===== config.mk =====
export PLATFORM = sky130hd
export DESIGN_NAME = emu_mode_detect
export DESIGN_NICKNAME = d
export VERILOG_FILES = /design/src/rtl/emu_pkg.sv /design/src/rtl/emu_sync.sv /design/src/rtl/emu_detect.sv /design/src/rtl/emu_pad.sv /design/src/rtl/emu_mode_detect.sv
export SDC_FILE = /design/constraint.sdc
export NUM_CORES = 1
export LEC_CHECK = 0
export ABC_AREA = 1
export BUFFER_PORTS_ARGS = -buffer_cell sky130_fd_sc_hd__buf_2
export CELL_PAD_IN_SITES_DETAIL_PLACEMENT = 1
export CELL_PAD_IN_SITES_GLOBAL_PLACEMENT = 2
export CORE_ASPECT_RATIO = 1.25
export CORE_MARGIN = 4
export CORE_UTILIZATION = 18
export DETAILED_ROUTE_END_ITERATION = 12
export GPL_ROUTABILITY_DRIVEN = 1
export PLACE_DENSITY_LB_ADDON = 0.1
export SYNTH_ARGS = -nofsm -noshare
export SYNTH_HDL_FRONTEND = slang
export SYNTH_HIERARCHICAL = 1
export SYNTH_SLANG_ARGS = --single-unit

===== constraint.sdc =====
create_clock -name clk -period 1.03 [get_ports clk]
set_clock_uncertainty 0.1 [all_clocks]
set_input_delay 0 -clock clk [delete_from_list [all_inputs] [get_ports clk]]
set_output_delay 0 -clock clk [all_outputs]
set_load 0.02 [all_outputs]

===== src/rtl/emu_pkg.sv =====
package emu_pkg;

  typedef struct packed {
    logic rst;
    logic ale;
    logic psen;
  } pin_t;

  // Pin levels on one reset cycle that keep the entry request alive.
  function automatic logic cycle_qualifies(input logic ale, input logic psen);
    return (~ale) & psen;
  endfunction

  // Candidate flag after one cycle of reset; the first cycle starts from 1.
  function automatic logic next_candidate(input logic first, input logic cand,
                                          input logic ale, input logic psen);
    return (first | cand) & cycle_qualifies(ale, psen);
  endfunction

  // Decision taken on the release cycle.
  function automatic logic release_decision(input logic cand, input logic ale);
    return cand & ~ale;
  endfunction

  // Port 0 enable mask while the mode is active.
  function automatic logic gate_enable(input logic core_oe, input logic emu);
    return core_oe & ~emu;
  endfunction

endpackage


===== src/rtl/emu_sync.sv =====
module emu_sync #(
  parameter int W = 3
) (
  input  logic         clk,
  input  logic         por_n,
  input  logic [W-1:0] d,
  output logic [W-1:0] q
);
  logic [W-1:0] stage1;

  always_ff @(posedge clk or negedge por_n) begin
    if (!por_n) begin
      stage1 <= '0;
      q      <= '0;
    end else begin
      stage1 <= d;
      q      <= stage1;
    end
  end
endmodule


===== src/rtl/emu_detect.sv =====
module emu_detect
  import emu_pkg::*;
(
  input  logic clk,
  input  logic por_n,
  input  pin_t pins_s,
  output logic emu,
  output logic cand,
  output logic rel_evt
);
  logic rst_d;
  logic first_evt;

  assign rel_evt   = rst_d & ~pins_s.rst;
  assign first_evt = pins_s.rst & ~rst_d;

  always_ff @(posedge clk or negedge por_n) begin
    if (!por_n) begin
      rst_d <= 1'b0;
      cand  <= 1'b0;
      emu   <= 1'b0;
    end else begin
      rst_d <= pins_s.rst;
      if (pins_s.rst)
        cand <= next_candidate(first_evt, cand, pins_s.ale, pins_s.psen);
      else
        cand <= 1'b0;
      if (rel_evt)
        emu <= release_decision(cand, pins_s.ale);
    end
  end

  // mode frozen while reset is held
  a_r5_hold_in_reset: assert property (@(posedge clk) disable iff (!por_n)
    pins_s.rst |=> $stable(emu));

  // mode frozen while reset stays low
  a_r5_hold_in_run: assert property (@(posedge clk) disable iff (!por_n)
    (!pins_s.rst && !rst_d) |=> $stable(emu));

  // a disqualifying reset cycle kills the candidate
  a_r3_cand_cleared: assert property (@(posedge clk) disable iff (!por_n)
    (pins_s.rst && (pins_s.ale || !pins_s.psen)) |=> !cand);

  // entry only on a release with the strobe low
  a_r2_entry_on_release: assert property (@(posedge clk) disable iff (!por_n)
    $rose(emu) |-> ($past(rel_evt) && !$past(pins_s.ale)));

  // release with the strobe high leaves the mode off
  a_r4_normal_release: assert property (@(posedge clk) disable iff (!por_n)
    (rel_evt && pins_s.ale) |=> !emu);
endmodule


===== src/rtl/emu_pad.sv =====
module emu_pad
  import emu_pkg::*;
#(
  parameter int P0_W      = 8,
  parameter int NUM_PORTS = 3
) (
  input  logic                 emu,
  input  logic [P0_W-1:0]      core_p0_oe,
  input  logic                 core_osc_req,
  output logic [P0_W-1:0]      p0_oe,
  output logic [NUM_PORTS-1:0] port_drive_en,
  output logic [NUM_PORTS-1:0] port_weak_pu,
  output logic                 strobe_drive_en,
  output logic                 strobe_weak_pu,
  output logic                 osc_en
);
  for (genvar b = 0; b < P0_W; b++) begin : g_p0
    assign p0_oe[b] = gate_enable(core_p0_oe[b], emu);
  end

  for (genvar p = 0; p < NUM_PORTS; p++) begin : g_port
    assign port_drive_en[p] = ~emu;
    assign port_weak_pu[p]  = emu;
  end

  assign strobe_drive_en = ~emu;
  assign strobe_weak_pu  = emu;
  assign osc_en          = core_osc_req | emu;
endmodule


===== src/rtl/emu_mode_detect.sv =====
module emu_mode_detect
  import emu_pkg::*;
#(
  parameter int P0_W      = 8,
  parameter int NUM_PORTS = 3
) (
  input  logic                 clk,
  input  logic                 por_n,
  input  logic                 rst_pin,
  input  logic                 ale_pin,
  input  logic                 psen_pin,
  input  logic [P0_W-1:0]      core_p0_oe,
  input  logic                 core_osc_req,
  output logic                 emu_active,
  output logic [P0_W-1:0]      p0_oe,
  output logic [NUM_PORTS-1:0] port_drive_en,
  output logic [NUM_PORTS-1:0] port_weak_pu,
  output logic                 strobe_drive_en,
  output logic                 strobe_weak_pu,
  output logic                 osc_en
);
  localparam int PIN_W = $bits(pin_t);

  pin_t pins_raw;
  pin_t pins_s;
  logic emu;
  logic cand;
  logic rel_evt;

  assign pins_raw = '{rst: rst_pin, ale: ale_pin, psen: psen_pin};

  emu_sync #(.W(PIN_W)) u_sync (
    .clk  (clk),
    .por_n(por_n),
    .d    (pins_raw),
    .q    (pins_s)
  );

  emu_detect u_detect (
    .clk    (clk),
    .por_n  (por_n),
    .pins_s (pins_s),
    .emu    (emu),
    .cand   (cand),
    .rel_evt(rel_evt)
  );

  emu_pad #(.P0_W(P0_W), .NUM_PORTS(NUM_PORTS)) u_pad (
    .emu            (emu),
    .core_p0_oe     (core_p0_oe),
    .core_osc_req   (core_osc_req),
    .p0_oe          (p0_oe),
    .port_drive_en  (port_drive_en),
    .port_weak_pu   (port_weak_pu),
    .strobe_drive_en(strobe_drive_en),
    .strobe_weak_pu (strobe_weak_pu),
    .osc_en         (osc_en)
  );

  assign emu_active = emu;

  // Port 0 floats in the mode
  a_r6_p0_float: assert property (@(posedge clk) disable iff (!por_n)
    emu_active |-> (p0_oe == '0));

  // weak pull-ups only in the mode
  a_r7_weak_pulls: assert property (@(posedge clk) disable iff (!por_n)
    emu_active |-> ((&port_weak_pu) && !(|port_drive_en) && strobe_weak_pu && !strobe_drive_en));

  // oscillator kept running in the mode
  a_r8_osc_on: assert property (@(posedge clk) disable iff (!por_n)
    emu_active |-> osc_en);

  // drivers back on outside the mode
  a_r7_normal_drive: assert property (@(posedge clk) disable iff (!por_n)
    !emu_active |-> ((&port_drive_en) && !(|port_weak_pu) && strobe_drive_en));
endmodule


After elaboration in Yosys (flattened, before gate mapping)
Cells that the tools add are included.
{ "word_totals": {"inputBits": 14, "reg_bits": 9, "out_inout_bits": 18} }
{ "op_classes": {"mux": 1, "bitwise_logic": 19} }
{ "ops": {"columns": ["operator", "count"], "rows": [
  ["$and A1 B1 Y1", 13],
  ["$not A1 Y1", 4],
  ["$or A1 B1 Y1", 2],
  ["$mux W1", 1]
]} }

Logic depth before layout (Yosys ltp)
{ "logic_depth": {"ltp_word": 5, "ltp_mapped": 4} }

Modules after synthesis
Netlist, hierarchy kept.
{ "by_module_without_submodules": {"columns": ["module", "n_inst", "area_per_inst_um2", "seq_area_each_um2", "cells_each"], "rows": [
  ["emu_sync", 1, 150.1, 150.1, 6],
  ["emu_pad", 1, 135.1, 0.0, 27],
  ["emu_detect", 1, 126.4, 75.1, 15]
]} }

Worst setup path before layout
No wires, ideal clock.
{ "synth_timing": {"kind": "register to output", "from": "register u_detect.emu", "to": "output p0_oe[0]", "setup_slack_ns": -0.038, "path_stages_with_launch": 3, "required_ns": 0.930, "arrival_time_ns": 0.968, "path_cell_list": "dfrtp_1 > buf_6 > nor2_1"} }
{ "synth_between": {"elab_chain_cells": 2} }
{ "synth_lines": {"columns": ["item", "line_no", "source"], "rows": [
  ["start, declared", "emu_detect.sv:7", "output logic emu,"],
  ["start signal, assigned", "emu_detect.sv:29", "emu <= release_decision(cand, pins_s.ale);"],
  ["$not A1 Y1", "emu_pkg.sv:27", "return core_oe & ~emu;"],
  ["$and A1 B1 Y1", "emu_pkg.sv:27", null],
  ["end, declared", "emu_mode_detect.sv:15", "output logic [P0_W-1:0] p0_oe,"]
]} }
No other way between the ends.

Worst setup path after layout
{ "layout_timing": {"from": "register u_detect.emu", "to": "output p0_oe[6]"} }
The elaborated chain is that of the path after synthesis.

==> results.sh <==
export IMPL_area_growth_pct=98.8
export IMPL_final_cells=112
export IMPL_synth_top_area_share_pct=54.7
export IMPL_num_io_pins=32
export IMPL_rows=19
export IMPL_vdd_drop_max_mv=0.752
export IMPL_gp_congestion=0.601
export IMPL_synth_avg_cell_area_um2=8.58
export IMPL_core_region_area_mm2=0.00219
export IMPL_worst_pin_slew_ps=201
export IMPL_viasPerCell=3.55
export IMPL_cp_max_fo=8
export IMPL_antenna_found_initial=0
export IMPL_die_y_um=61.5
export IMPL_violations="negative setup slack"
export IMPL_period_share_pct=112
export IMPL_outcome="finished with violations"
export IMPL_fin_nets=96
export IMPL_hold_path_class="in2async"
export IMPL_drt_iter0_markers=1
export IMPL_fill_cells=261
export IMPL_die_w_um=50.8
export IMPL_cp_data_required_time_ps=930
export IMPL_cellLeakagePower_uw=0.000424
export IMPL_grt_pass1_vias=379
export IMPL_crit_type="reg2out"
export IMPL_stdcell_area_um2=818
export IMPL_timing_fmax_ghz=0.864
export IMPL_critPathLaunchType="flip-flop"
export IMPL_syn_cell_area_um2=412
export IMPL_multi_input_area_um2=141
export IMPL_drv_slew=0
export IMPL_final_layout_size_suffix_gt1_share_pct=59.3
export IMPL_cap_violations=0
export IMPL_cts_inserted_buffers=3
export IMPL_netlist_top_cells_area="dfrtp_1 55%, buf_4 13%, inv_1 11%"
export IMPL_yosysSeqAreaShare_pct=54.7
export IMPL_cts_sinks=9
export IMPL_cp_end_kind="primary output"
export IMPL_powerDensity_mw_per_mm2=1050
export IMPL_drtAntennaViolNets=0
export IMPL_grt_max_degree=10
export IMPL_post_synth_top_area_cell="dfrtp_1"
export IMPL_rsz0062_at_grt="true"
export IMPL_worstPathArrival_ps=1060
export IMPL_seqPwrFrac_pct=43.8
export IMPL_dp_hpwl_um=747
export IMPL_wire_per_inst_um=9.22
export IMPL_grt_overflow=0
export IMPL_utilization_pct=37.4
export IMPL_cts_root_buf="clkbuf_4"
export IMPL_place_area_um2=543
export IMPL_regArea_um2=226
export IMPL_reg2reg_depth=3
export IMPL_cts_path_max_buffers=2
export IMPL_via_count=398
export IMPL_reg2reg_from="u_detect/emu$_DFFE_PN0P_"
export IMPL_synth_warnings=6
export IMPL_comb_power_share_pct=26.2
export IMPL_synth_seq_cells=9
export IMPL_intPower_uw=634
export IMPL_ys_types=9
export IMPL_swShare_pct=26.5
export IMPL_reg2reg_to="u_detect/emu$_DFFE_PN0P_"
export IMPL_grt_usage_pct=6.89
export IMPL_port_buffers=31
export IMPL_antenna_cells=0
export IMPL_drcViolationCount=0
export IMPL_clkPwrFrac_pct=30.0
export IMPL_finalSetupViolations=18
export IMPL_fin_crit_ps=1160
export IMPL_dieArea_mm2=0.00312
export IMPL_syn_instance_count=48
export IMPL_dp_cells=102
export IMPL_htreeDepth=1
export IMPL_reg2reg_slack_ps=140
export IMPL_cts_tree="built"
export IMPL_clkTransAtPathRegs_ps=60
export IMPL_mostFrequentLayoutCell="buf_6"
export IMPL_layout_common_cells="15 x buf_6, 13 x buf_2, 12 x inv_1"
export IMPL_drt_pass1_iterations=2
export IMPL_clk_latency_ps=250
export IMPL_synthesis_nets=62
export IMPL_timing_slew_headroom_pct=86.6
export IMPL_drt_wl_total_um=1030
export IMPL_switchingPower_uw=229
export IMPL_hold_viol_final=0
export IMPL_grt_first_pass_wirelength_um=1620
export IMPL_worst_slack_ps=-128
export IMPL_floorplan_initialDensity_pct=18.8
==> power by group through the flow <==
| stage | logic, uW | registers [uW] | clock network [uW] |
|---|---|---|---|
| after detailed placement | 132 | 388 | 0 |
| after CTS | 170 | 378 | 274 |
| final | 226 | 378 | 258 |
| after global routing | 244 | 380 | 309 |
| after floorplan | 83.3 | 385 | 0 |
| after global placement | 131 | 388 | 0 |
==> cell families (layout without fill, tap and decap cells) <==
family | Yosys count | in the layout | share of synthesized area, %
flops | 9 | 9 | 54.7
simple gates | 18 | 18 | 17.9
buf+inv | 21 | 54 | 27.4
==> worst max-delay path by stage <==
| stage | to | cells past startpoint | from | slack, ps |
|---|---|---|---|---|
| after floorplan | p0_oe[0] | 2 | u_detect/emu$_DFFE_PN0P_ | 9 |
| after global placement | osc_en | 3 | u_detect/emu$_DFFE_PN0P_ | 130 |
| after detailed placement | osc_en | 3 | u_detect/emu$_DFFE_PN0P_ | 130 |
| after CTS | p0_oe[1] | 3 | u_detect/emu$_DFFE_PN0P_ | -130 |
| after global routing | p0_oe[6] | 3 | u_detect/emu$_DFFE_PN0P_ | -190 |
| final | p0_oe[6] | 3 | u_detect/emu$_DFFE_PN0P_ | -130 |
==> what timing repair did <==
| item | 4_1_cts | 5_1_grt |
|---|---|---|
| endpoints found under the setup margin | 18 | 18 |
| hold buffers | 4 | 0 |
| hold endpoints to repair | 12 | 0 |
| buffers inserted | 2 | 0 |
| pin swaps | 0 | 5 |
| resized for setup | 18 | 42 |
==> through the flow <==
| step | hold WS, ps | power (uW) | setup TNS (ps) | setup slack (ps) |
|---|---|---|---|---|
| after floorplan | -396 | 468 | 0 | 8.93 |
| after global placement | -241 | 519 | 0 | 135 |
| after detailed placement | -238 | 520 | 0 | 133 |
| after CTS | 16.7 | 822 | -1600 | -129 |
| after global routing | 26.5 | 933 | -2570 | -188 |
| final | 21.3 | 862 | -1590 | -128 |
==> routing by layer <==
layer	track usage, %	up-vias	part of all wire [%]
met2	12.3	21	58
li1	-	191	-
met1	7.54	186	33
met3	2.66	0	8.8
met5	0	-	0
met4	2.31	0	0
==> registers in the layout, indices dropped and copies added (netlist names) <==
signal and flops:
u_detect/rst_d 1, u_sync/stage1 3, u_sync/q 3, u_detect/cand 1, u_detect/emu 1
==> final cells by class <==
cell class | instances | area share [%]
Clock buffer | 4 | 3.21
Tap cell | 31 | 4.74
Timing Repair Buffer | 37 | 39.6
Multi-Input combinational cell | 18 | 17.3
Sequential cell | 9 | 27.7
Inverter | 13 | 7.49
==> critical path: stages, from the launching register on <==
cell,delay [ps]
dfrtp_2,430
buf_12,160
nor2_4,100
buf_6,110
==> synthesized netlist by cell type <==
library cell  instances
buf_6                 1
nand2_1               5
inv_2                 1
nor2_2                1
dfrtp_1               9
buf_4                 7
inv_1                12
nor2_1               11
nand3b_1              1
No activity file was read; power rests on OpenSTA's default activity.
